==> config.mk <==
export PLATFORM = sky130hd
export DESIGN_NAME = leak_strobe_gen
export DESIGN_NICKNAME = d
export VERILOG_FILES = /design/src/rtl/leak_pkg.sv /design/src/rtl/leak_dp.sv /design/src/rtl/leak_ctrl.sv /design/src/rtl/leak_strobe_gen.sv
export SDC_FILE = /design/constraint.sdc
export NUM_CORES = 1
export LEC_CHECK = 0
export BUFFER_PORTS_ARGS = -buffer_cell sky130_fd_sc_hd__buf_2
export CORE_MARGIN = 2
export CORE_UTILIZATION = 37
export CTS_CLUSTER_DIAMETER = 120
export DETAILED_ROUTE_END_ITERATION = 16
export RECOVER_POWER = 100
export SKIP_CTS_REPAIR_TIMING = 1
export SYNTH_ARGS = -nofsm -noshare
export SYNTH_HDL_FRONTEND = slang
export SYNTH_SLANG_ARGS = --single-unit
==> constraint.sdc <==
create_clock -name clk -period 3.3 [get_ports clk]
set_input_delay 0.66 -clock clk [delete_from_list [all_inputs] [get_ports clk]]
set_output_delay 0.66 -clock clk [all_outputs]
set_load 0.05 [all_outputs]
==> src/rtl/leak_pkg.sv <==
package leak_pkg;

  // Register address encoding shared by datapath and bench-visible map
  typedef enum logic [1:0] {
    ADDR_THR_LO = 2'd0,
    ADDR_THR_HI = 2'd1,
    ADDR_CNT_LO = 2'd2,
    ADDR_CNT_HI = 2'd3
  } regAddr_t;

  // Strobes from control to datapath
  typedef struct packed {
    logic upInc;   // advance the upper section
    logic clrAll;  // end of period: clear upper, restart prescaler
    logic leak;    // pulse to the outside
  } leakCtrl_t;

endpackage

==> src/rtl/leak_dp.sv <==
module leak_dp
  import leak_pkg::*;
#(
  parameter int PRE_W = 11,
  parameter int UP_W  = 42,
  parameter int REG_W = 32
) (
  input  logic             clk,
  input  logic             rst,
  input  logic             wrEn,
  input  logic [1:0]       wrAddr,
  input  logic [REG_W-1:0] wrData,
  input  logic [1:0]       rdAddr,
  input  leakCtrl_t        ctrl,
  output logic             preCarry,
  output logic [UP_W-1:0]  upCnt,
  output logic [UP_W-1:0]  thrWord,
  output logic [REG_W-1:0] rdData
);
  localparam int HI_W = UP_W - REG_W;
  localparam logic [PRE_W-1:0] PRE_MAX = '1;

  logic [PRE_W-1:0] preCnt;
  logic [REG_W-1:0] cntLo, thrLo;
  logic [HI_W-1:0]  cntHi, thrHi;
  logic [UP_W-1:0]  upNext;
  logic wrThrLo, wrThrHi, wrCntLo, wrCntHi;

  assign wrThrLo = wrEn && (wrAddr == ADDR_THR_LO);
  assign wrThrHi = wrEn && (wrAddr == ADDR_THR_HI);
  assign wrCntLo = wrEn && (wrAddr == ADDR_CNT_LO);
  assign wrCntHi = wrEn && (wrAddr == ADDR_CNT_HI);

  assign upCnt    = {cntHi, cntLo};
  assign thrWord  = {thrHi, thrLo};
  assign upNext   = upCnt + UP_W'(1);
  assign preCarry = (preCnt == PRE_MAX);

  // Hidden prescaler: the match cycle is tick zero of the next period
  always_ff @(posedge clk) begin
    if (rst)              preCnt <= '0;
    else if (ctrl.clrAll) preCnt <= PRE_W'(1);
    else                  preCnt <= preCnt + PRE_W'(1);
  end

  // Upper section, low half: software write wins over clear and increment
  always_ff @(posedge clk) begin
    if (rst)              cntLo <= '0;
    else if (wrCntLo)     cntLo <= wrData;
    else if (ctrl.clrAll) cntLo <= '0;
    else if (ctrl.upInc)  cntLo <= upNext[REG_W-1:0];
  end

  // Upper section, high half
  always_ff @(posedge clk) begin
    if (rst)              cntHi <= '0;
    else if (wrCntHi)     cntHi <= wrData[HI_W-1:0];
    else if (ctrl.clrAll) cntHi <= '0;
    else if (ctrl.upInc)  cntHi <= upNext[UP_W-1:REG_W];
  end

  // Threshold halves
  always_ff @(posedge clk) begin
    if (rst) begin
      thrLo <= '0;
      thrHi <= '0;
    end else begin
      if (wrThrLo) thrLo <= wrData;
      if (wrThrHi) thrHi <= wrData[HI_W-1:0];
    end
  end

  // Read mux, high halves zero-extended
  always_comb begin
    unique case (rdAddr)
      ADDR_THR_LO: rdData = thrLo;
      ADDR_THR_HI: rdData = REG_W'(thrHi);
      ADDR_CNT_LO: rdData = cntLo;
      default:     rdData = REG_W'(cntHi);
    endcase
  end


  pre_advance_chk: assert property (@(posedge clk) disable iff (rst)
    !ctrl.clrAll |=> preCnt == $past(preCnt) + PRE_W'(1));


  up_hold_chk: assert property (@(posedge clk) disable iff (rst)
    (preCnt != PRE_MAX) && !ctrl.clrAll && !wrCntLo && !wrCntHi |=> $stable(upCnt));


  clr_restart_chk: assert property (@(posedge clk) disable iff (rst)
    ctrl.clrAll && !wrCntLo && !wrCntHi |=> (upCnt == '0) && (preCnt == PRE_W'(1)));


  wr_prio_chk: assert property (@(posedge clk) disable iff (rst)
    wrCntLo |=> cntLo == $past(wrData));

endmodule

==> src/rtl/leak_ctrl.sv <==
module leak_ctrl
  import leak_pkg::*;
#(
  parameter int UP_W = 42
) (
  input  logic            clk,
  input  logic            rst,
  input  logic            preCarry,
  input  logic [UP_W-1:0] upCnt,
  input  logic [UP_W-1:0] thrWord,
  output leakCtrl_t       ctrl
);
  logic thrArmed, allMarked, hit;

  // Mask test on the registered count: no magnitude compare
  assign thrArmed  = |thrWord;
  assign allMarked = ((upCnt & thrWord) == thrWord);
  assign hit       = thrArmed && allMarked;

  always_comb begin
    ctrl.upInc  = preCarry;
    ctrl.clrAll = hit;
    ctrl.leak   = hit;
  end


  leak_needs_bits_chk: assert property (@(posedge clk) disable iff (rst)
    ctrl.leak |-> ((upCnt | ~thrWord) == '1));

endmodule

==> src/rtl/leak_strobe_gen.sv <==
module leak_strobe_gen
  import leak_pkg::*;
#(
  parameter int PRE_W = 11,
  parameter int UP_W  = 42,
  parameter int REG_W = 32
) (
  input  logic             clk,
  input  logic             rst,
  input  logic             wrEn,
  input  logic [1:0]       wrAddr,
  input  logic [REG_W-1:0] wrData,
  input  logic [1:0]       rdAddr,
  output logic [REG_W-1:0] rdData,
  output logic             leak
);
  localparam int HI_W = UP_W - REG_W;

  leakCtrl_t       ctrl;
  logic            preCarry;
  logic [UP_W-1:0] upCnt;
  logic [UP_W-1:0] thrWord;

  leak_dp #(.PRE_W(PRE_W), .UP_W(UP_W), .REG_W(REG_W)) dp_i (
    .clk(clk), .rst(rst), .wrEn(wrEn), .wrAddr(wrAddr), .wrData(wrData),
    .rdAddr(rdAddr), .ctrl(ctrl), .preCarry(preCarry), .upCnt(upCnt),
    .thrWord(thrWord), .rdData(rdData)
  );

  leak_ctrl #(.UP_W(UP_W)) ctrl_i (
    .clk(clk), .rst(rst), .preCarry(preCarry), .upCnt(upCnt),
    .thrWord(thrWord), .ctrl(ctrl)
  );

  assign leak = ctrl.leak;


  rsvd_zero_chk: assert property (@(posedge clk) disable iff (rst)
    (rdAddr == ADDR_THR_HI || rdAddr == ADDR_CNT_HI) |-> rdData[REG_W-1:HI_W] == '0);


  leak_single_chk: assert property (@(posedge clk) disable iff (rst)
    leak && !wrEn |=> !leak);


  zero_thr_quiet_chk: assert property (@(posedge clk) disable iff (rst)
    (thrWord == '0) |-> !leak);

endmodule

### Word level (Yosys, flattened, before mapping)

Cells that the tools add are included.

| storage, ports and cells | value |
|---|---|
| bits in registers | 95 |
| bits of input ports | 39 |
| logic and storage cells | 35 |

| operators by class | value |
|---|---|
| add/subtract/negate cells | 2 |
| eq/ne operators | 7 |
| multiplexer cells | 8 |
| bitwise logic cells | 1 |
| reduce and logical (&&, ||, !) cells | 11 |

Operators by type and width:

| cell | count |
|---|---|
| $mux W32 | 3 |
| $pmux W32 S3 | 1 |
| $add A42 B1 Y42 const B | 1 |
| $and A42 B42 Y42 | 1 |
| $eq A42 B42 Y1 | 1 |
| $reduce_or A42 Y1 | 1 |
| $mux W10 | 3 |
| $add A11 B1 Y11 const B | 1 |
| $eq A11 B11 Y1 const B | 1 |
| $eq A2 B2 Y1 const B | 3 |
| $reduce_bool A3 Y1 | 2 |
| $logic_and A1 B1 Y1 | 5 |
| $eq A2 B1 Y1 const B | 2 |
| $logic_not A2 Y1 | 2 |
| $reduce_or A2 Y1 | 1 |
| $mux W1 | 1 |

### Depth between registers and ports, before layout

| logic depth | value |
|---|---|
| depth in word-level cells | 5 |
| mapped depth | 9 |
| gate-level depth less buffers | 7 |

### Cells and area by module

A second synthesis with hierarchy kept.

| unflattened totals | value |
|---|---|
| cell total of the unflattened synthesis | 702 |
| area, all modules | 5,456.5 um^2 |

Modules (own cells, without submodules):

| module | instances | cells each | area an instance (um^2) | sequential area each (um^2) |
|---|---|---|---|---|
| leak_dp | 1 | 626 | 4,988.5 | 1,901.8 |
| leak_ctrl | 1 | 76 | 467.9 | 0.0 |

### Worst setup path after synthesis

OpenSTA, ideal clock, no wires.

| path | value |
|---|---|
| kind | reg2out |
| from | register dp_i.cntLo[0] |
| to | output port leak |
| arrival time | 2.219 ns |
| data required time | 2.640 ns |
| setup slack | 0.421 ns |
| cell stages (with the launch flop) | 8 |
| path through | dfxtp_1 > or2b_1 > o2111ai_1 > or4_1 > or4_1 > buf_6 > clkbuf_1 > inv_1 |

| between the ends | value |
|---|---|
| longest elaborated chain between the ends | 3 |

RTL lines:

| what | RTL line | text |
|---|---|---|
| start, declared | leak_dp.sv:24 | `logic [REG_W-1:0] cntLo, thrLo;` |
| start signal, assigned | leak_dp.sv:49 | `else if (wrCntLo) cntLo <= wrData;` |
| start signal, assigned | leak_dp.sv:51 | `else if (ctrl.upInc) cntLo <= upNext[REG_W-1:0];` |
| $and A42 B42 Y42 | leak_ctrl.sv:17 | `assign allMarked = ((upCnt & thrWord) == thrWord);` |
| $eq A42 B42 Y1 | leak_ctrl.sv:17 |  |
| $logic_and A1 B1 Y1 | leak_ctrl.sv:18 | `assign hit = thrArmed && allMarked;` |
| end, declared | leak_strobe_gen.sv:15 | `output logic leak` |

No other way between the ends.

### Worst setup path in the final report

| path | value |
|---|---|
| from | register dp_i.cntLo[22] |
| to | output port leak |

The elaborated chain is that of the path after synthesis.

==> results.cfg <==
[run_status]
run_status = finished, violations left
violations_in_the_final_reports = max-capacitance violations, max-slew violations

[finish]
area_growth_pct = 14.82
layoutNonFillerInstCount = 945
drive_gt1_share_pct = 14.32
postLayoutCoreUtil_pct = 43.38
nNetsFinal = 797
antenna_cells_inserted = 0

[detailed_routing]
wl_per_cell_um = 20.74
routed_via_density = 5.922
vias = 5596
detailedRoute.firstIterationViolations = 513
remaining_design_rule_violation_count = 0
detail-route-antenna-nets = 0
detailedRoute.firstPassIterationCount = 8
detail_route.wirelength_um = 19600

[floorplanning]
initial_core_util_pct = 37.78
design.core.area_um2 = 14480
num_rows = 44
num_io_pins = 72
die_height_um = 125.6
design.die.area_um2 = 15770
die_w_um = 125.6

[power]
p_total_mw = 2.738
irDropWorstVdd_uv = 243.8
cellPowerDensity_nw_per_um2 = 435.9
leakage_nw = 2.298

[placement]
place_ws_ns = 0.4384
detailedPlacementHpwl_um = 14390
globalplace.congestion = 1.025
i_o_buffers = 71
numPlacedInstances = 929

[synthesis]
synth_edf_count = 0
yosys_warnings = 0
post-synth-top-count-cell = nand2_1
synth.cell_area_um2 = 5470
synth_area_per_cell_um2 = 7.781
synth_async_reset_ratio_pct = 0
post_synthesis_sequential_element_count = 95
syn_nets = 744
synth.cells.most_frequent = 138 x nand2_1, 95 x dfxtp_1, 67 x a21oi_1
netlist_instances = 703
post_synth_main_area_contributors = dfxtp_1 35%, nand2_1 9.5%, a21oi_1 6.1%
primary_ff_master_synth = dfxtp_1
ys_seq_area_share_pct = 34.77
yosys.cell_types.count = 51
synth_top_cell_area_share_pct = 34.77
top_cell_type_by_total_area_after_synthesis = dfxtp_1

[global_routing]
number_of_antenna_violations_at_the_first_check_in_global_routing = 0
grt_util_all_layers_pct = 24.89
grt_start_max_net_pins = 46
grt_pass1_wl_um = 30620
grt_pass1_vias = 5476
grt_overflow_total = 0

[worst_setup_path]
kind_of_cell_with_the_highest_combined_delay_on_the_critical_path = simple AND/OR/NAND/NOR gates
critical-path-top-cell-by-count = inv_1
worstPathBufferInverterCount = 3
timing.rr.start = dp_i.cntLo[22]
setup.worst_path.start_class = flip-flop
cp_data_arrival_time_ns = 2.53
reg2reg_setup_slack_ns = 0.44
critPathSlowestCell = or4_1
timing.critical_path.cells = inv_1, a2111oi_1, nand4_1, or4_1, inv_1, buf_2
timing.critical_path.required_ns = 2.64
cp_max_fo = 9
crit_path_max_incr_delay_ns = 0.64
critical_path.endpoint_type = output port
crit_type = reg2out
crit-reg2reg-capture = dp_i.cntHi[9]
count_of_cells_along_the_worst_register_to_register_path = 7

[sta]
layout_min_cycle_time_ns = 3.186
finClkSkew_ns = 0.01142
finalCritPeriodShare_pct = 96.54
timing.max_slew.rel_slack_pct = -6.979
fmax_mhz = 313.9
finalHoldViolations = 0
final_critical_path_setup_slack_ns = 0.1142
setup_viol_count_final = 0
grt_setup_unrepaired = no
maxSlewViolCount = 28
fin_tns_setup_ns = 0
worst-slew-pin-transition_ns = 1.605

[clock_tree]
clk_pin_slew_worst_paths_ns = 0.06
htree_num_levels = 3
cts_root_buf = clkbuf_16
maximum_root_to_sink_buffer_count = 2
tritoncts = done
cts_made_buffers = 9
clock_sinks = 95
clock_latency_ns = 0.36

[hold_path]
hp-class = reg2reg
hold_path_end = dp_i.preCnt[0]
worstHoldStart = dp_i.preCnt[0]
timing.hold.worst_path_depth = 1

[flow_run]
cap_viol_max_count = 1
power by group:
group	total [mW]	switching (mW)	internal, mW	leakage (nW)
Combinational	0.385	0.253	0.131	1.38
Clock	1.12	0.453	0.663	0.151
Sequential	1.24	0.0533	1.18	0.771
Total	2.74	0.760	1.98	2.30
flip-flops by register name, summed over array words and instances, names as in the netlist:
name,flops
dp_i.cntLo,32
dp_i.cntHi,10
dp_i.preCnt,11
dp_i.thrLo,32
dp_i.thrHi,10
per-stage QoR:
stage / hold WS (ns) / area [um^2]
5_1_grt: 0.5108 / 6281
2_1_floorplan: 0.4379 / 5470
3_5_place_dp: 0.4710 / 5988
6_report: 0.4858 / 6281
4_1_cts: 0.4858 / 6295
3_3_place_gp: 0.4522 / 5988
cells in the final DEF, fill, tap and decap left out, types with 3 or more instances in the layout:
cell type	n
mux4_2	10
a31oi_1	4
o2bb2a_1	3
xor2_1	11
and3_1	10
and2_1	3
a2bb2oi_1	17
inv_1	17
a32oi_1	3
o21ai_0	8
nand2_1	138
buf_2	40
nor2b_1	22
clkbuf_2	21
dfxtp_1	95
nand3_1	47
a22oi_1	8
buf_4	16
a32o_1	10
nor3_1	14
clkbuf_16	9
a21oi_1	67
a2111oi_1	4
nand4_1	22
mux2i_1	22
clkbuf_1	16
nor2_1	48
nor4_1	13
xnor2_1	20
nand2b_1	6
worst max-delay path by stage:
stage	from	endpoint	cells past startpoint
final	dp_i.cntLo[22]	leak	6
after global routing	dp_i.cntLo[22]	leak	6
after CTS	dp_i.cntLo[16]	leak	6
after detailed placement	dp_i.cntLo[16]	leak	6
after global placement	dp_i.thrLo[10]	leak	6
after floorplan	dp_i.cntLo[0]	leak	7
worst reg2reg max path: stages, from the launching register on:
cell       delay, ns
dfxtp_1         0.51
inv_1           0.08
a2111oi_1       0.45
nand4_1         0.14
or4_1           0.64
buf_4           0.34
nor2b_4         0.25
a32o_1          0.35
cell families after synthesis:
family | count (synthesis) | synth area share (%)
compound gates | 135 | 16.24
xor+xnor | 31 | 4.963
fa+ha+maj | 2 | 0.4574
buf+inv | 65 | 5.238
flops | 95 | 34.77
mux | 33 | 8.349
simple gates | 342 | 29.99
routing by layer:
metal	GRT usage, %	up-vias	wire length [um]
met3	5.392	42	1296
met1	32.45	2720	8574
li1	-	2603	-
met5	0	-	0
met4	9.935	0	660
met2	40.19	231	9072
area by class of cell:
type,count,area (um^2)
Clock inverter,4,70.07
Multi-Input combinational cell,543,3304
Fill cell,1493,8198
Clock buffer,12,236.5
Timing Repair Buffer,90,474.2
Tap cell,184,230.2
Sequential cell,95,1902
Inverter,17,63.81
Power figures use the tool's default switching activity.
